### src/rtl/twl_pkg.sv
package twl_pkg;

    localparam int unsigned LINE_SCL  = 0;
    localparam int unsigned LINE_SDA  = 1;
    localparam int unsigned NUM_LINES = 2;

    // Registered state of the framing detector
    typedef struct packed {
        logic scl_prev;
        logic sda_prev;
        logic busy;
        logic start;
        logic rstart;
        logic stop;
        logic rise;
        logic fall;
    } frame_state_t;

endpackage

### src/rtl/twl_line_filter.sv
module twl_line_filter #(
    parameter int unsigned SYNC_STAGES = 2,
    parameter int unsigned FILT_CYCLES = 6
) (
    input  logic clk,
    input  logic rst_n,
    input  logic line_raw,
    output logic line_clean
);

    localparam int unsigned CNT_W = $clog2(FILT_CYCLES + 1);
    localparam logic [CNT_W-1:0] CNT_LAST = CNT_W'(FILT_CYCLES - 1);

    typedef struct packed {
        logic [SYNC_STAGES-1:0] sync;
        logic [CNT_W-1:0]       cnt;
        logic                   level;
    } filt_state_t;

    filt_state_t st_d, st_q;
    logic        synced;

    assign synced = st_q.sync[SYNC_STAGES-1];

    always_comb begin
        st_d      = st_q;
        st_d.sync = {st_q.sync[SYNC_STAGES-2:0], line_raw};
        if (synced == st_q.level) begin
            st_d.cnt = '0;
        end else if (st_q.cnt == CNT_LAST) begin
            st_d.level = synced;
            st_d.cnt   = '0;
        end else begin
            st_d.cnt = st_q.cnt + 1'b1;
        end
    end

    always_ff @(posedge clk or negedge rst_n) begin
        if (!rst_n) begin
            st_q.sync  <= '1;
            st_q.cnt   <= '0;
            st_q.level <= 1'b1;
        end else begin
            st_q <= st_d;
        end
    end

    assign line_clean = st_q.level;

    // The persistence counter never runs past its terminal value
    assert_cnt_bound_R2: assert property (@(posedge clk) disable iff (!rst_n)
        st_q.cnt <= CNT_LAST);

    // Without a full count the filtered level cannot move
    assert_hold_until_full_R2: assert property (@(posedge clk) disable iff (!rst_n)
        (st_q.cnt != CNT_LAST) |=> $stable(st_q.level));

    // A level change always adopts the synchronised value
    assert_follow_sync_R3: assert property (@(posedge clk) disable iff (!rst_n)
        (st_q.level != $past(st_q.level)) |-> ($past(synced) == st_q.level));

endmodule

### src/rtl/twl_frame_detect.sv
module twl_frame_detect
    import twl_pkg::*;
(
    input  logic clk,
    input  logic rst_n,
    input  logic scl,
    input  logic sda,
    output logic scl_rise,
    output logic scl_fall,
    output logic start_evt,
    output logic rstart_evt,
    output logic stop_evt,
    output logic bus_busy
);

    frame_state_t st_d, st_q;
    logic         scl_steady_hi;

    always_comb begin
        st_d          = st_q;
        scl_steady_hi = scl & st_q.scl_prev;
        st_d.scl_prev = scl;
        st_d.sda_prev = sda;
        st_d.start    = scl_steady_hi &  st_q.sda_prev & ~sda;
        st_d.stop     = scl_steady_hi & ~st_q.sda_prev &  sda;
        st_d.rise     = ~st_q.scl_prev &  scl;
        st_d.fall     =  st_q.scl_prev & ~scl;
        st_d.rstart   = st_d.start & st_q.busy;
        if (st_d.start) begin
            st_d.busy = 1'b1;
        end else if (st_d.stop) begin
            st_d.busy = 1'b0;
        end
    end

    always_ff @(posedge clk or negedge rst_n) begin
        if (!rst_n) begin
            st_q          <= '0;
            st_q.scl_prev <= 1'b1;
            st_q.sda_prev <= 1'b1;
        end else begin
            st_q <= st_d;
        end
    end

    assign scl_rise   = st_q.rise;
    assign scl_fall   = st_q.fall;
    assign start_evt  = st_q.start;
    assign rstart_evt = st_q.rstart;
    assign stop_evt   = st_q.stop;
    assign bus_busy   = st_q.busy;

    assert_start_scl_high_R4: assert property (@(posedge clk) disable iff (!rst_n)
        start_evt |-> scl);

    assert_stop_scl_high_R5: assert property (@(posedge clk) disable iff (!rst_n)
        stop_evt |-> scl);

    assert_edge_single_R7: assert property (@(posedge clk) disable iff (!rst_n)
        (scl_rise |=> !scl_rise) and (scl_fall |=> !scl_fall));

    assert_busy_set_R8: assert property (@(posedge clk) disable iff (!rst_n)
        $rose(bus_busy) |-> start_evt);

    assert_busy_clear_R8: assert property (@(posedge clk) disable iff (!rst_n)
        $fell(bus_busy) |-> stop_evt);

    assert_rstart_busy_R9: assert property (@(posedge clk) disable iff (!rst_n)
        rstart_evt |-> (bus_busy && $past(bus_busy)));

    assert_start_width_R10: assert property (@(posedge clk) disable iff (!rst_n)
        start_evt |=> !start_evt);

    assert_stop_width_R10: assert property (@(posedge clk) disable iff (!rst_n)
        stop_evt |=> !stop_evt);

endmodule

### src/rtl/twl_bus_conditioner.sv
module twl_bus_conditioner
    import twl_pkg::*;
#(
    parameter int unsigned SYNC_STAGES = 2,
    parameter int unsigned FILT_CYCLES = 6
) (
    input  logic clk,
    input  logic rst_n,
    input  logic scl_raw,
    input  logic sda_raw,
    output logic scl_clean,
    output logic sda_clean,
    output logic scl_rise,
    output logic scl_fall,
    output logic start_evt,
    output logic rstart_evt,
    output logic stop_evt,
    output logic bus_busy
);

    logic [NUM_LINES-1:0] raw_lines;
    logic [NUM_LINES-1:0] clean_lines;

    assign raw_lines[LINE_SCL] = scl_raw;
    assign raw_lines[LINE_SDA] = sda_raw;

    for (genvar g = 0; g < NUM_LINES; g++) begin : g_line
        twl_line_filter #(
            .SYNC_STAGES (SYNC_STAGES),
            .FILT_CYCLES (FILT_CYCLES)
        ) i_filter (
            .clk        (clk),
            .rst_n      (rst_n),
            .line_raw   (raw_lines[g]),
            .line_clean (clean_lines[g])
        );
    end

    assign scl_clean = clean_lines[LINE_SCL];
    assign sda_clean = clean_lines[LINE_SDA];

    twl_frame_detect i_detect (
        .clk        (clk),
        .rst_n      (rst_n),
        .scl        (clean_lines[LINE_SCL]),
        .sda        (clean_lines[LINE_SDA]),
        .scl_rise   (scl_rise),
        .scl_fall   (scl_fall),
        .start_evt  (start_evt),
        .rstart_evt (rstart_evt),
        .stop_evt   (stop_evt),
        .bus_busy   (bus_busy)
    );

    // No start or stop is reported while the clock line is low
    assert_no_frame_scl_low_R6: assert property (@(posedge clk) disable iff (!rst_n)
        !scl_clean |-> !(start_evt || stop_evt));

endmodule

### config.mk
export PLATFORM = sky130hd
export DESIGN_NAME = twl_bus_conditioner
export DESIGN_NICKNAME = d
export VERILOG_FILES = /design/src/rtl/twl_pkg.sv /design/src/rtl/twl_line_filter.sv /design/src/rtl/twl_frame_detect.sv /design/src/rtl/twl_bus_conditioner.sv
export SDC_FILE = /design/constraint.sdc
export NUM_CORES = 1
export LEC_CHECK = 0
export BUFFER_PORTS_ARGS = -buffer_cell sky130_fd_sc_hd__clkbuf_2
export CORE_UTILIZATION = 50
export CTS_BUF_LIST = sky130_fd_sc_hd__clkbuf_4 sky130_fd_sc_hd__clkbuf_8
export CTS_CLUSTER_DIAMETER = 150
export DETAILED_ROUTE_END_ITERATION = 7
export PLACE_DENSITY = 0.72
export SETUP_SLACK_MARGIN = 0.1
export SLEW_MARGIN = 10
export SYNTH_ARGS = -nofsm -noshare
export SYNTH_HDL_FRONTEND = slang
export SYNTH_SLANG_ARGS = --single-unit
export TNS_END_PERCENT = 20
### constraint.sdc
create_clock -name clk -period 2.5 [get_ports clk]
set_input_delay 0.125 -clock clk [delete_from_list [all_inputs] [get_ports clk]]
set_output_delay 0.125 -clock clk [all_outputs]
set_load 0.01 [all_outputs]
==> results.sh <==
export IMPL_status="finished clean"
export IMPL_dp_cells=77
export IMPL_path_delay_family="flip-flops"
export IMPL_cp_cell_sequence="clkbuf_2"
export IMPL_report_final_hold_viol_count=0
export IMPL_synthDistinctLibCells=20
export IMPL_grt_busiest_layer="met2"
export IMPL_routed_wl_um=1080
export IMPL_cp_num_buf_inv=1
export IMPL_crit_path_max_fanout=8
export IMPL_grt_util_all_layers=0.180
export IMPL_dp_hpwl_um=784
export IMPL_crit_arrival_ps=1070
export IMPL_ys_dominant_reg_cell="dfrtp_1"
export IMPL_worstMarginPinSlew_ps=477
export IMPL_mostFrequentLayoutCells="dfrtp_1 (12), clkbuf_2 (11), nor2_1 (8), dfstp_2 (8)"
export IMPL_setup_tns_ps=0
export IMPL_syn_avg_cell_area_um2=13.8
export IMPL_wire_per_inst_um=12.9
export IMPL_relSlewSlack=0.682
export IMPL_dieArea_um2=1560
export IMPL_seq_area_frac_synth=0.725
export IMPL_critPathSlowestCell="dfstp_2"
export IMPL_area_growth_pct=22.2
export IMPL_synth_edf_count=0
export IMPL_ys_seq_elements=20
export IMPL_max_stage_delay_ps=620
export IMPL_antenna_found_initial=0
export IMPL_synth_area_leader_cell="dfrtp_1"
export IMPL_cts_post_setup_buffers_inserted=0
export IMPL_netlist_area_um2=704
export IMPL_synth_async_reset_ratio=1.00
export IMPL_fp_dieH_um=39.5
export IMPL_core_um2=1300
export IMPL_period_share=0.479
export IMPL_clock_sinks=20
export IMPL_p_per_area_nw_per_um2=1140
export IMPL_path_clk_slew_ps=110
export IMPL_stdcell_count=84
export IMPL_synth_top_area_share=0.426
export IMPL_grt_overflow_total=0
export IMPL_layout_drive_gt1_share=0.377
export IMPL_cp_end_kind="primary output"
export IMPL_yosys_warnings=0
export IMPL_ios=12
export IMPL_clkLatencyLatePin_ps=300
export IMPL_fmax_mhz=835
export IMPL_synth_nets=55
export IMPL_drtIter0Drc=1
export IMPL_cts_tree="yes"
export IMPL_htreeDepth=1
export IMPL_synth_area_leaders="dfrtp_1 (43%), dfstp_2 (30%), nor2_1 (4.3%)"
export IMPL_met1_usage=0.214
export IMPL_rows=13
export IMPL_numPortBuffers=11
export IMPL_hold_class="input pin to async pin"
export IMPL_clk_path_buf_depth=2
export IMPL_period_minus_slack_ps=1200
export IMPL_drv_slew=0
export IMPL_vias_per_cell=4.85
export IMPL_rsz0062_at_grt="no"
export IMPL_syn_inst=51
export IMPL_grt_first_pass_wirelength_um=1740
export IMPL_grt_util_met3=0.0341
export IMPL_route_detailed_drc=0
export IMPL_mostFrequentLayoutCell="dfrtp_1"
export IMPL_die_w_um=39.5
export IMPL_leakagePower_uw=0.000410
export IMPL_antenna_cells=0
export IMPL_vias=407
export IMPL_cts_made_buffers=3
export IMPL_cap_violations=0
export IMPL_start_kind="register"
export IMPL_root_buffer="clkbuf_4"
export IMPL_grt_start_max_net_pins=21
export IMPL_peakVddDrop_uv=657
export IMPL_place_congestion=0.667
export IMPL_finalSetupViolations=0
export IMPL_initial_utilization=0.541
export IMPL_grt_use_met2=0.287
export IMPL_grt_pass1_vias=398
export IMPL_drt_pass1_iter_count=2
export IMPL_required_ps=2380
export IMPL_fillers=94
export IMPL_path_class="register to primary output"
export IMPL_drtAntennaViolNets=0
export IMPL_nets=74
export IMPL_finClkSkew_ps=8.28
cell families after synthesis:
family | count (synthesis) | synth area share
buf+inv | 2 | 0.0107
flops | 20 | 0.725
simple gates | 19 | 0.140
mux | 4 | 0.0675
compound gates | 4 | 0.0320
xor+xnor | 2 | 0.0249
report_power, final:
group | total [uW] | internal, uW | switching, uW
clock network | 261 | 162 | 99.3
logic | 205 | 106 | 98.8
registers | 516 | 432 | 83.9
metal layers:
metal	up-vias	share of wire
li1	205	-
met1	185	0.45
met2	13	0.48
met3	4	0.045
met4	0	0.021
met5	-	0
state kept, by name (all words and copies together) (netlist names):
name                        count
g_line.i_filter.line_clean      2
g_line.i_filter.st_q            8
i_detect.stop_evt               1
g_line.i_filter.st_d            2
i_detect.st_q                   2
i_detect.rstart_evt             1
i_detect.scl_rise               1
i_detect.start_evt              1
i_detect.bus_busy               1
i_detect.scl_fall               1
cell type report:
| cell class | instances | area, um2 | area share |
|---|---|---|---|
| repair buffers | 14 | 85.1 | 0.0988 |
| inverters | 2 | 7.51 | 0.00872 |
| clock inverters | 1 | 30.0 | 0.0349 |
| well taps | 15 | 18.8 | 0.0218 |
| flip-flops and latches | 20 | 510 | 0.593 |
| multi-input cells | 29 | 186 | 0.217 |
| clock buffers | 3 | 22.5 | 0.0262 |
worst paths after layout:
path / cells past startpoint / startpoint / slack, ps / end
hold / removal: 2 / rst_n / 300 / i_detect.rstart_evt$_DFF_PN0_
hold reg to reg: 0 / g_line[0].i_filter.st_d[5]$_DFF_PN1_ / 360 / g_line[0].i_filter.st_q[5]$_DFF_PN1_
min in group clk: 0 / g_line[0].i_filter.st_d[5]$_DFF_PN1_ / 360 / g_line[0].i_filter.st_q[5]$_DFF_PN1_
setup / recovery: 1 / g_line[0].i_filter.line_clean$_DFFE_PN1P_ / 1300 / scl_clean
max in group asynchronous: 2 / rst_n / 1850 / g_line[0].i_filter.st_q[5]$_DFF_PN1_
setup reg to reg: 3 / g_line[1].i_filter.line_clean$_DFFE_PN1P_ / 1340 / i_detect.bus_busy$_DFFE_PN0P_
metrics by stage:
step / hold WS [ps] / area [um2] / setup slack [ps] / util / total power (uW)
detailed placement: 99.4 / 778 / 1360 / 0.598 / 728
CTS: 300 / 861 / 1290 / 0.662 / 995
global route: 329 / 861 / 1220 / 0.662 / 1050
floorplan: -171 / 704 / 1430 / - / 643
finish: 295 / 861 / 1300 / 0.662 / 983
global placement: 94.5 / 778 / 1440 / 0.598 / 708
cells in the mapped netlist (2+ instances only):
cell and instances:
dfrtp_1 12, inv_1 2, nand2_1 2, dfstp_2 8, a21oi_1 2, mux2_2 2
nor2_1 8, xnor2_1 2, nand3b_1 2
repair_timing:
| item | in CTS | in global routing |
|---|---|---|
| endpoints found under the setup margin | 0 | 0 |
| hold buffers | 3 | 0 |
| resized for setup | 0 | 0 |
| hold endpoints to repair | 14 | 0 |
Power figures use the tool's default switching activity.
